===== src/rtl/trc_pkg.sv =====
package trc_pkg;

  // Number of flops in the reset release synchronizer.
  localparam int unsigned RST_SYNC_STAGES = 2;

  // Outputs raised by a zero-reach event.
  typedef struct packed {
    logic hit;   // sticky trace-occurred flag
    logic attn;  // attention toggle line
    logic req;   // debug-entry request pulse
  } trc_status_t;

endpackage


===== src/rtl/trc_rst_sync.sv =====
module trc_rst_sync #(
  parameter int unsigned STAGES = 2
) (
  input  logic clk,
  input  logic rst_n,
  output logic rst_n_sync
);

  logic [STAGES-1:0] chain_q;

  generate
    for (genvar i = 0; i < STAGES; i++) begin : g_stage
      if (i == 0) begin : g_first
        always_ff @(posedge clk or negedge rst_n) begin
          if (!rst_n) chain_q[i] <= 1'b0;
          else        chain_q[i] <= 1'b1;
        end
      end else begin : g_next
        always_ff @(posedge clk or negedge rst_n) begin
          if (!rst_n) chain_q[i] <= 1'b0;
          else        chain_q[i] <= chain_q[i-1];
        end
      end
    end
  endgenerate

  assign rst_n_sync = chain_q[STAGES-1];

endmodule


===== src/rtl/trc_entry_det.sv =====
module trc_entry_det (
  input  logic clk,
  input  logic rst_n,
  input  logic in_debug,
  output logic entry
);

  logic dbg_q;
  logic dbg_d;

  always_comb begin
    dbg_d = in_debug;
  end

  always_ff @(posedge clk or negedge rst_n) begin
    if (!rst_n) dbg_q <= 1'b0;
    else        dbg_q <= dbg_d;
  end

  assign entry = in_debug & ~dbg_q;

endmodule


===== src/rtl/trc_count.sv =====
module trc_count #(
  parameter int unsigned W = 24
) (
  input  logic         clk,
  input  logic         rst_n,
  input  logic         load_we,
  input  logic [W-1:0] load_data,
  input  logic         clr,
  input  logic         step_en,
  output logic [W-1:0] cnt,
  output logic         hit
);

  localparam logic [W-1:0] ONE  = {{(W-1){1'b0}}, 1'b1};
  localparam logic [W-1:0] ZERO = '0;

  logic [W-1:0] cnt_q;
  logic [W-1:0] cnt_d;
  logic         cnt_en;
  logic         dec;

  // A decrement only happens with a nonzero count and no load or clear.
  assign dec = step_en & (cnt_q != ZERO) & ~load_we & ~clr;
  assign hit = dec & (cnt_q == ONE);

  always_comb begin
    cnt_en = 1'b0;
    cnt_d  = cnt_q;
    if (load_we) begin
      cnt_en = 1'b1;
      cnt_d  = load_data;
    end else if (clr) begin
      cnt_en = 1'b1;
      cnt_d  = ZERO;
    end else if (dec) begin
      cnt_en = 1'b1;
      cnt_d  = cnt_q - ONE;
    end
  end

  always_ff @(posedge clk or negedge rst_n) begin
    if (!rst_n)      cnt_q <= ZERO;
    else if (cnt_en) cnt_q <= cnt_d;
  end

  assign cnt = cnt_q;

endmodule


===== src/rtl/trc_status.sv =====
module trc_status
  import trc_pkg::*;
(
  input  logic        clk,
  input  logic        rst_n,
  input  logic        hit,
  input  logic        hit_clr,
  output trc_status_t st
);

  trc_status_t st_q;
  trc_status_t st_d;

  always_comb begin
    st_d      = st_q;
    st_d.req  = hit;
    // A new zero-reach outranks a host clear in the same cycle.
    if (hit)          st_d.hit = 1'b1;
    else if (hit_clr) st_d.hit = 1'b0;
    if (hit)          st_d.attn = ~st_q.attn;
  end

  always_ff @(posedge clk or negedge rst_n) begin
    if (!rst_n) st_q <= '0;
    else        st_q <= st_d;
  end

  assign st = st_q;

endmodule


===== src/rtl/insn_trace_counter.sv =====
module insn_trace_counter
  import trc_pkg::*;
#(
  parameter int unsigned CNT_W = 24
) (
  input  logic             clk,
  input  logic             rst_n,
  input  logic             in_debug,
  input  logic             retire,
  input  logic             load_we,
  input  logic [CNT_W-1:0] load_data,
  input  logic             cfg_we,
  input  logic             cfg_arm,
  input  logic             cfg_hit_clr,
  output logic [CNT_W-1:0] count,
  output logic             trace_armed,
  output logic             trace_hit,
  output logic             brk_req,
  output logic             attn
);

  logic        rst_n_s;
  logic        entry;
  logic        step_en;
  logic        hit;
  logic        arm_q;
  logic        arm_d;
  logic        arm_en;
  trc_status_t st;

  trc_rst_sync #(.STAGES(RST_SYNC_STAGES)) u_rst (
    .clk        (clk),
    .rst_n      (rst_n),
    .rst_n_sync (rst_n_s)
  );

  trc_entry_det u_entry (
    .clk      (clk),
    .rst_n    (rst_n_s),
    .in_debug (in_debug),
    .entry    (entry)
  );

  always_comb begin
    arm_en = cfg_we;
    arm_d  = cfg_arm;
  end

  always_ff @(posedge clk or negedge rst_n_s) begin
    if (!rst_n_s)    arm_q <= 1'b0;
    else if (arm_en) arm_q <= arm_d;
  end

  assign step_en = arm_q & ~in_debug & retire;

  trc_count #(.W(CNT_W)) u_cnt (
    .clk       (clk),
    .rst_n     (rst_n_s),
    .load_we   (load_we),
    .load_data (load_data),
    .clr       (entry),
    .step_en   (step_en),
    .cnt       (count),
    .hit       (hit)
  );

  trc_status u_st (
    .clk     (clk),
    .rst_n   (rst_n_s),
    .hit     (hit),
    .hit_clr (cfg_we & cfg_hit_clr),
    .st      (st)
  );

  assign trace_armed = arm_q;
  assign trace_hit   = st.hit;
  assign brk_req     = st.req;
  assign attn        = st.attn;

endmodule


===== config.mk =====
export PLATFORM = sky130hd
export DESIGN_NAME = insn_trace_counter
export DESIGN_NICKNAME = d
export VERILOG_FILES = /design/src/rtl/trc_pkg.sv /design/src/rtl/trc_rst_sync.sv /design/src/rtl/trc_entry_det.sv /design/src/rtl/trc_count.sv /design/src/rtl/trc_status.sv /design/src/rtl/insn_trace_counter.sv
export SDC_FILE = /design/constraint.sdc
export NUM_CORES = 1
export LEC_CHECK = 0
export BUFFER_PORTS_ARGS = -buffer_cell sky130_fd_sc_hd__buf_2
export CAP_MARGIN = 20
export CORE_MARGIN = 8
export CORE_UTILIZATION = 40
export CTS_CLUSTER_DIAMETER = 30
export DETAILED_ROUTE_END_ITERATION = 7
export HOLD_SLACK_MARGIN = 0.06
export PLACE_DENSITY = 0.73
export SETUP_SLACK_MARGIN = 0.15
export SYNTH_ARGS = -nofsm -noshare
export SYNTH_HDL_FRONTEND = slang
export SYNTH_SLANG_ARGS = --single-unit

===== constraint.sdc =====
create_clock -name clk -period 2.4 [get_ports clk]
set_input_delay 0.48 -clock clk [delete_from_list [all_inputs] [get_ports clk]]
set_output_delay 0.48 -clock clk [all_outputs]
set_load 0.01 [all_outputs]

==> summary.txt <==
Clocking
  – Clock-pin slew reported for the worst setup and hold paths after clock tree synthesis: 70 ps
  – Skew-Pair Late Insertion Delay: roughly 290 ps
  – Number of clock sinks seen by CTS: 31
  – Clock buffer depth: 2
  – Number of setup buffers added after CTS: 0
  – TritonCTS clock tree: yes
  – H-tree depth: 2
  – Number of buffers created by CTS: 5
  – Clk Tree Root Cell: sky130_fd_sc_hd__clkbuf_8

Timing
  – Max Slew Vio Count: 0
  – Number of endpoints failing setup at the final stage: 0
  – Setup repair after global routing missed its margin: no
  – Final hold viol count: 0
  – Shortest period the worst path allows: 2089 ps
  – Slew at the pin closest to its max-slew limit: 617.7 ps
  – Crit share post-route: 87.04%
  – Post-route setup TNS: 0 ps
  – Highest attainable clock frequency: around 480 MHz
  – Slew headroom: 58.44%
  – Clock skew: 5.189 ps

Yosys
  – Syn nets: 253
  – Most used flip-flop cell after synthesis: sky130_fd_sc_hd__dfrtp_1
  – Total of flip-flops plus latches after synthesis: 31
  – Average size of a mapped cell: 8.799 um2
  – Number of enable flip-flop cells after synthesis: 0
  – Proportion of synthesized chip area in sequential cells: around two fifths
  – Syn Std Cell Area: 1918 um2
  – Unique masters post-synth: 51
  – Async set-or-reset flop fraction in the synthesized netlist: 100.0%
  – Number of instances in the synthesized netlist: 218
  – Number of warnings printed during yosys synthesis: 0

Power
  – Switching Fraction: about a third
  – Sum of internal, switching and leakage power: around 1.5 mW
  – Total power divided by cell area: between 600 and 700 nW/um2
  – Internal power summed over all cells: 0.9895 mW
  – Switching Power: slightly below 0.5 mW
  – Combinational share of power: 25.2%
  – Sequential share of power: 43.4%
  – Leak pwr: 1.180 nW
  – Fraction of power consumed by the clock network: 31.4%
  – Maximum vdd drop: 0.0002909 V

Floorplanning
  – Die height: ~85 um
  – Horiz. Die Dim: 85.25 um
  – # IOs: 60
  – Starting density of the core: 41.15%
  – Row Count: 25
  – Area of the placeable core: 4661 um2
  – Die footprint: 7267 um2

Routing
  – Antenna-violating nets left: 0
  – Initial detailed-routing violation count: 112
  – DRC violations left: 0
  – Total Wirelength: 5634 um
  – Average wire per standard cell: ~17 um
  – Routed via count: 1930
  – Pre-antenna DRT Iters: 4
  – DR vias/cell: 5.710

Global routing
  – Number of antenna violations at the first check in global routing: 0
  – Global-route wire length before repair: 9363 um
  – Total congestion overflow: 0
  – Total track usage: 15.75%
  – Number of global-route vias before repair: 1969
  – Maximum number of pins on one net before global-route repair: 30

Placement
  – Final GP Congestion: between 0.8 and 0.9
  – Port Buf Inserts: 59
  – Placed wire-length estimate: approximately 4200 um

Worst setup path
  – List of cells traversed by the critical path: nor4_4 > buf_4 > and3_1 > nand2_1 > o311ai_0 > o21ai_0
  – Critical path capture point type: flip-flop
  – Cell with the largest stage delay on the worst path: sky130_fd_sc_hd__dfrtp_1
  – Max FO, Critical Path: 7
  – Required time at the worst-slack endpoint: 2550 ps
  – Capture point of the worst reg-to-reg path: u_cnt.cnt[20]
  – Family with the most delay on the worst path: simple AND/OR/NAND/NOR gates
  – FF-to-FF Start: u_cnt.cnt[4]
  – Depth of the worst register-to-register path: 6
  – Buffers plus inverters on the worst setup path: 1
  – Largest stage delay on the critical path: 440 ps
  – Startpoint type of the worst setup path: flip-flop
  – Arrival time at the worst endpoint: 2240 ps
  – Critical path type: reg2reg
  – Depth of the critical timing path with buffers and inverters included: 6
  – Worst R2R Setup Slack: 310 ps

Min path
  – HP Class: reg2async

Final layout
  – Fraction of layout instances using a drive strength above 1: 30.28%
  – Layout area overhead: 24.72%
  – Net count reported at finish: 318
  – Layout fillers: 480
  – Commonest non-fill, non-tap cell in the layout: sky130_fd_sc_hd__buf_2
  – Number of antenna diodes: 0
  – Most used cells in the layout excluding fill and tap cells: sky130_fd_sc_hd__buf_2 (59), sky130_fd_sc_hd__nand2_1 (35), sky130_fd_sc_hd__dfrtp_1 (31), sky130_fd_sc_hd__a21oi_1 (29), sky130_fd_sc_hd__nor2_1 (14)

Run status
  – Status: finished, final reports clean

Run
  – Total of max-cap violations: 0
## cell type report
class / count / area (um2) / area share, %
sequential: 31 / 775.7 / 32.43
tap: 54 / 67.56 / 2.824
timing repair buffer: 67 / 357.8 / 14.96
clock buffer: 8 / 100.1 / 4.184
multi-input combinational: 176 / 1084 / 45.29
inverter: 2 / 7.507 / 0.3138
## cells in the mapped netlist (2+ instances only)
| library cell | n | share of area (%) |
|---|---|---|
| sky130_fd_sc_hd__o21a_1 | 4 | 1.6 |
| sky130_fd_sc_hd__nor2_1 | 14 | 2.7 |
| sky130_fd_sc_hd__and2_1 | 4 | 1.3 |
| sky130_fd_sc_hd__nand2b_1 | 4 | 1.3 |
| sky130_fd_sc_hd__ha_1 | 3 | 2.0 |
| sky130_fd_sc_hd__a211oi_1 | 2 | 0.78 |
| sky130_fd_sc_hd__a31oi_1 | 3 | 0.98 |
| sky130_fd_sc_hd__a21o_1 | 4 | 1.6 |
| sky130_fd_sc_hd__inv_1 | 2 | 0.39 |
| sky130_fd_sc_hd__o21ai_0 | 10 | 2.6 |
| sky130_fd_sc_hd__xor2_1 | 3 | 1.4 |
| sky130_fd_sc_hd__clkbuf_1 | 4 | 0.78 |
| sky130_fd_sc_hd__buf_6 | 3 | 1.8 |
| sky130_fd_sc_hd__nand4_1 | 4 | 1.3 |
| sky130_fd_sc_hd__nor4_4 | 2 | 2.2 |
| sky130_fd_sc_hd__nor4_1 | 5 | 1.6 |
| sky130_fd_sc_hd__nor3_1 | 9 | 2.3 |
| sky130_fd_sc_hd__nand2_1 | 35 | 6.8 |
| sky130_fd_sc_hd__and3_1 | 5 | 1.6 |
| sky130_fd_sc_hd__o211a_1 | 2 | 1.0 |
| sky130_fd_sc_hd__dfrtp_1 | 31 | 40 |
| sky130_fd_sc_hd__nand3_1 | 6 | 1.6 |
| sky130_fd_sc_hd__nand4b_1 | 2 | 0.91 |
| sky130_fd_sc_hd__a22oi_1 | 2 | 0.78 |
| sky130_fd_sc_hd__a21oi_1 | 29 | 7.6 |
## worst max-delay path by stage
stage                  from             to
6_report       u_cnt.cnt[4]  u_cnt.cnt[20]
5_1_grt        u_cnt.cnt[4]  u_cnt.cnt[20]
4_1_cts        u_cnt.cnt[8]  u_cnt.cnt[10]
3_5_place_dp   u_cnt.cnt[8]  u_cnt.cnt[10]
3_3_place_gp   u_cnt.cnt[8]  u_cnt.cnt[10]
2_1_floorplan  u_cnt.cnt[4]   u_cnt.cnt[5]
## layer usage
| metal | global-route usage, % | share of wire, % | up-vias | wire length [um] |
|---|---|---|---|---|
| met5 | 0 | 0 | - | 0 |
| met4 | 4.207 | 1.0 | 0 | 57 |
| met3 | 5.019 | 7.7 | 7 | 436 |
| met2 | 25.99 | 47 | 70 | 2625 |
| met1 | 19.15 | 45 | 918 | 2514 |
| li1 | - | - | 935 | - |
## registers in the layout, summed over array words and instances, names as in the netlist
signal	cells
u_st.st	3
u_cnt.cnt	24
u_rst.chain_q	1
trace_armed	1
u_entry.dbg_q	1
u_rst.rst_n_sync	1
## stage by stage
step / utilization [%] / area, um2 / instances / hold slack (ps) / setup slack (ps)
after detailed placement: 48.83 / 2276 / 329 / 266.7 / 293.7
final: 51.33 / 2392 / 338 / 248.0 / 311.0
after global routing: 51.33 / 2392 / 338 / 298.7 / 178.1
after global placement: 48.83 / 2276 / 329 / 259.3 / 385.7
after floorplan: - / 1918 / 218 / 184.4 / 437.2
after CTS: 51.19 / 2386 / 338 / 268.8 / 277.2
## power by group through the flow
| stage | combinational [mW] | clock (mW) | sequential [mW] |
|---|---|---|---|
| final | 0.371 | 0.464 | 0.641 |
| after global routing | 0.415 | 0.495 | 0.649 |
| after CTS | 0.374 | 0.469 | 0.639 |
| after detailed placement | 0.371 | 0 | 0.647 |
| after global placement | 0.365 | 0 | 0.646 |
| after floorplan | 0.212 | 0 | 0.662 |
## logic make-up after synthesis
logic type	after synthesis	synth area share, %
and+or+nand+nor	100	29.68
xor gates and xnor gates	4	1.827
muxes	1	0.5870
AOI/OAI and AO/OA	67	21.92
buffers and inverters	11	3.391
other	1	0.1955
adders and majority gates	3	1.957
DFF	31	40.44
## repair_timing
item | 4_1_cts | 5_1_grt
hold buffers | 1 | 0
endpoints found under the hold margin | 2 | 0
gates resized for setup | 0 | 1
endpoints found under the setup margin | 0 | 1
Note: power is estimated with default switching activity, not from simulation.
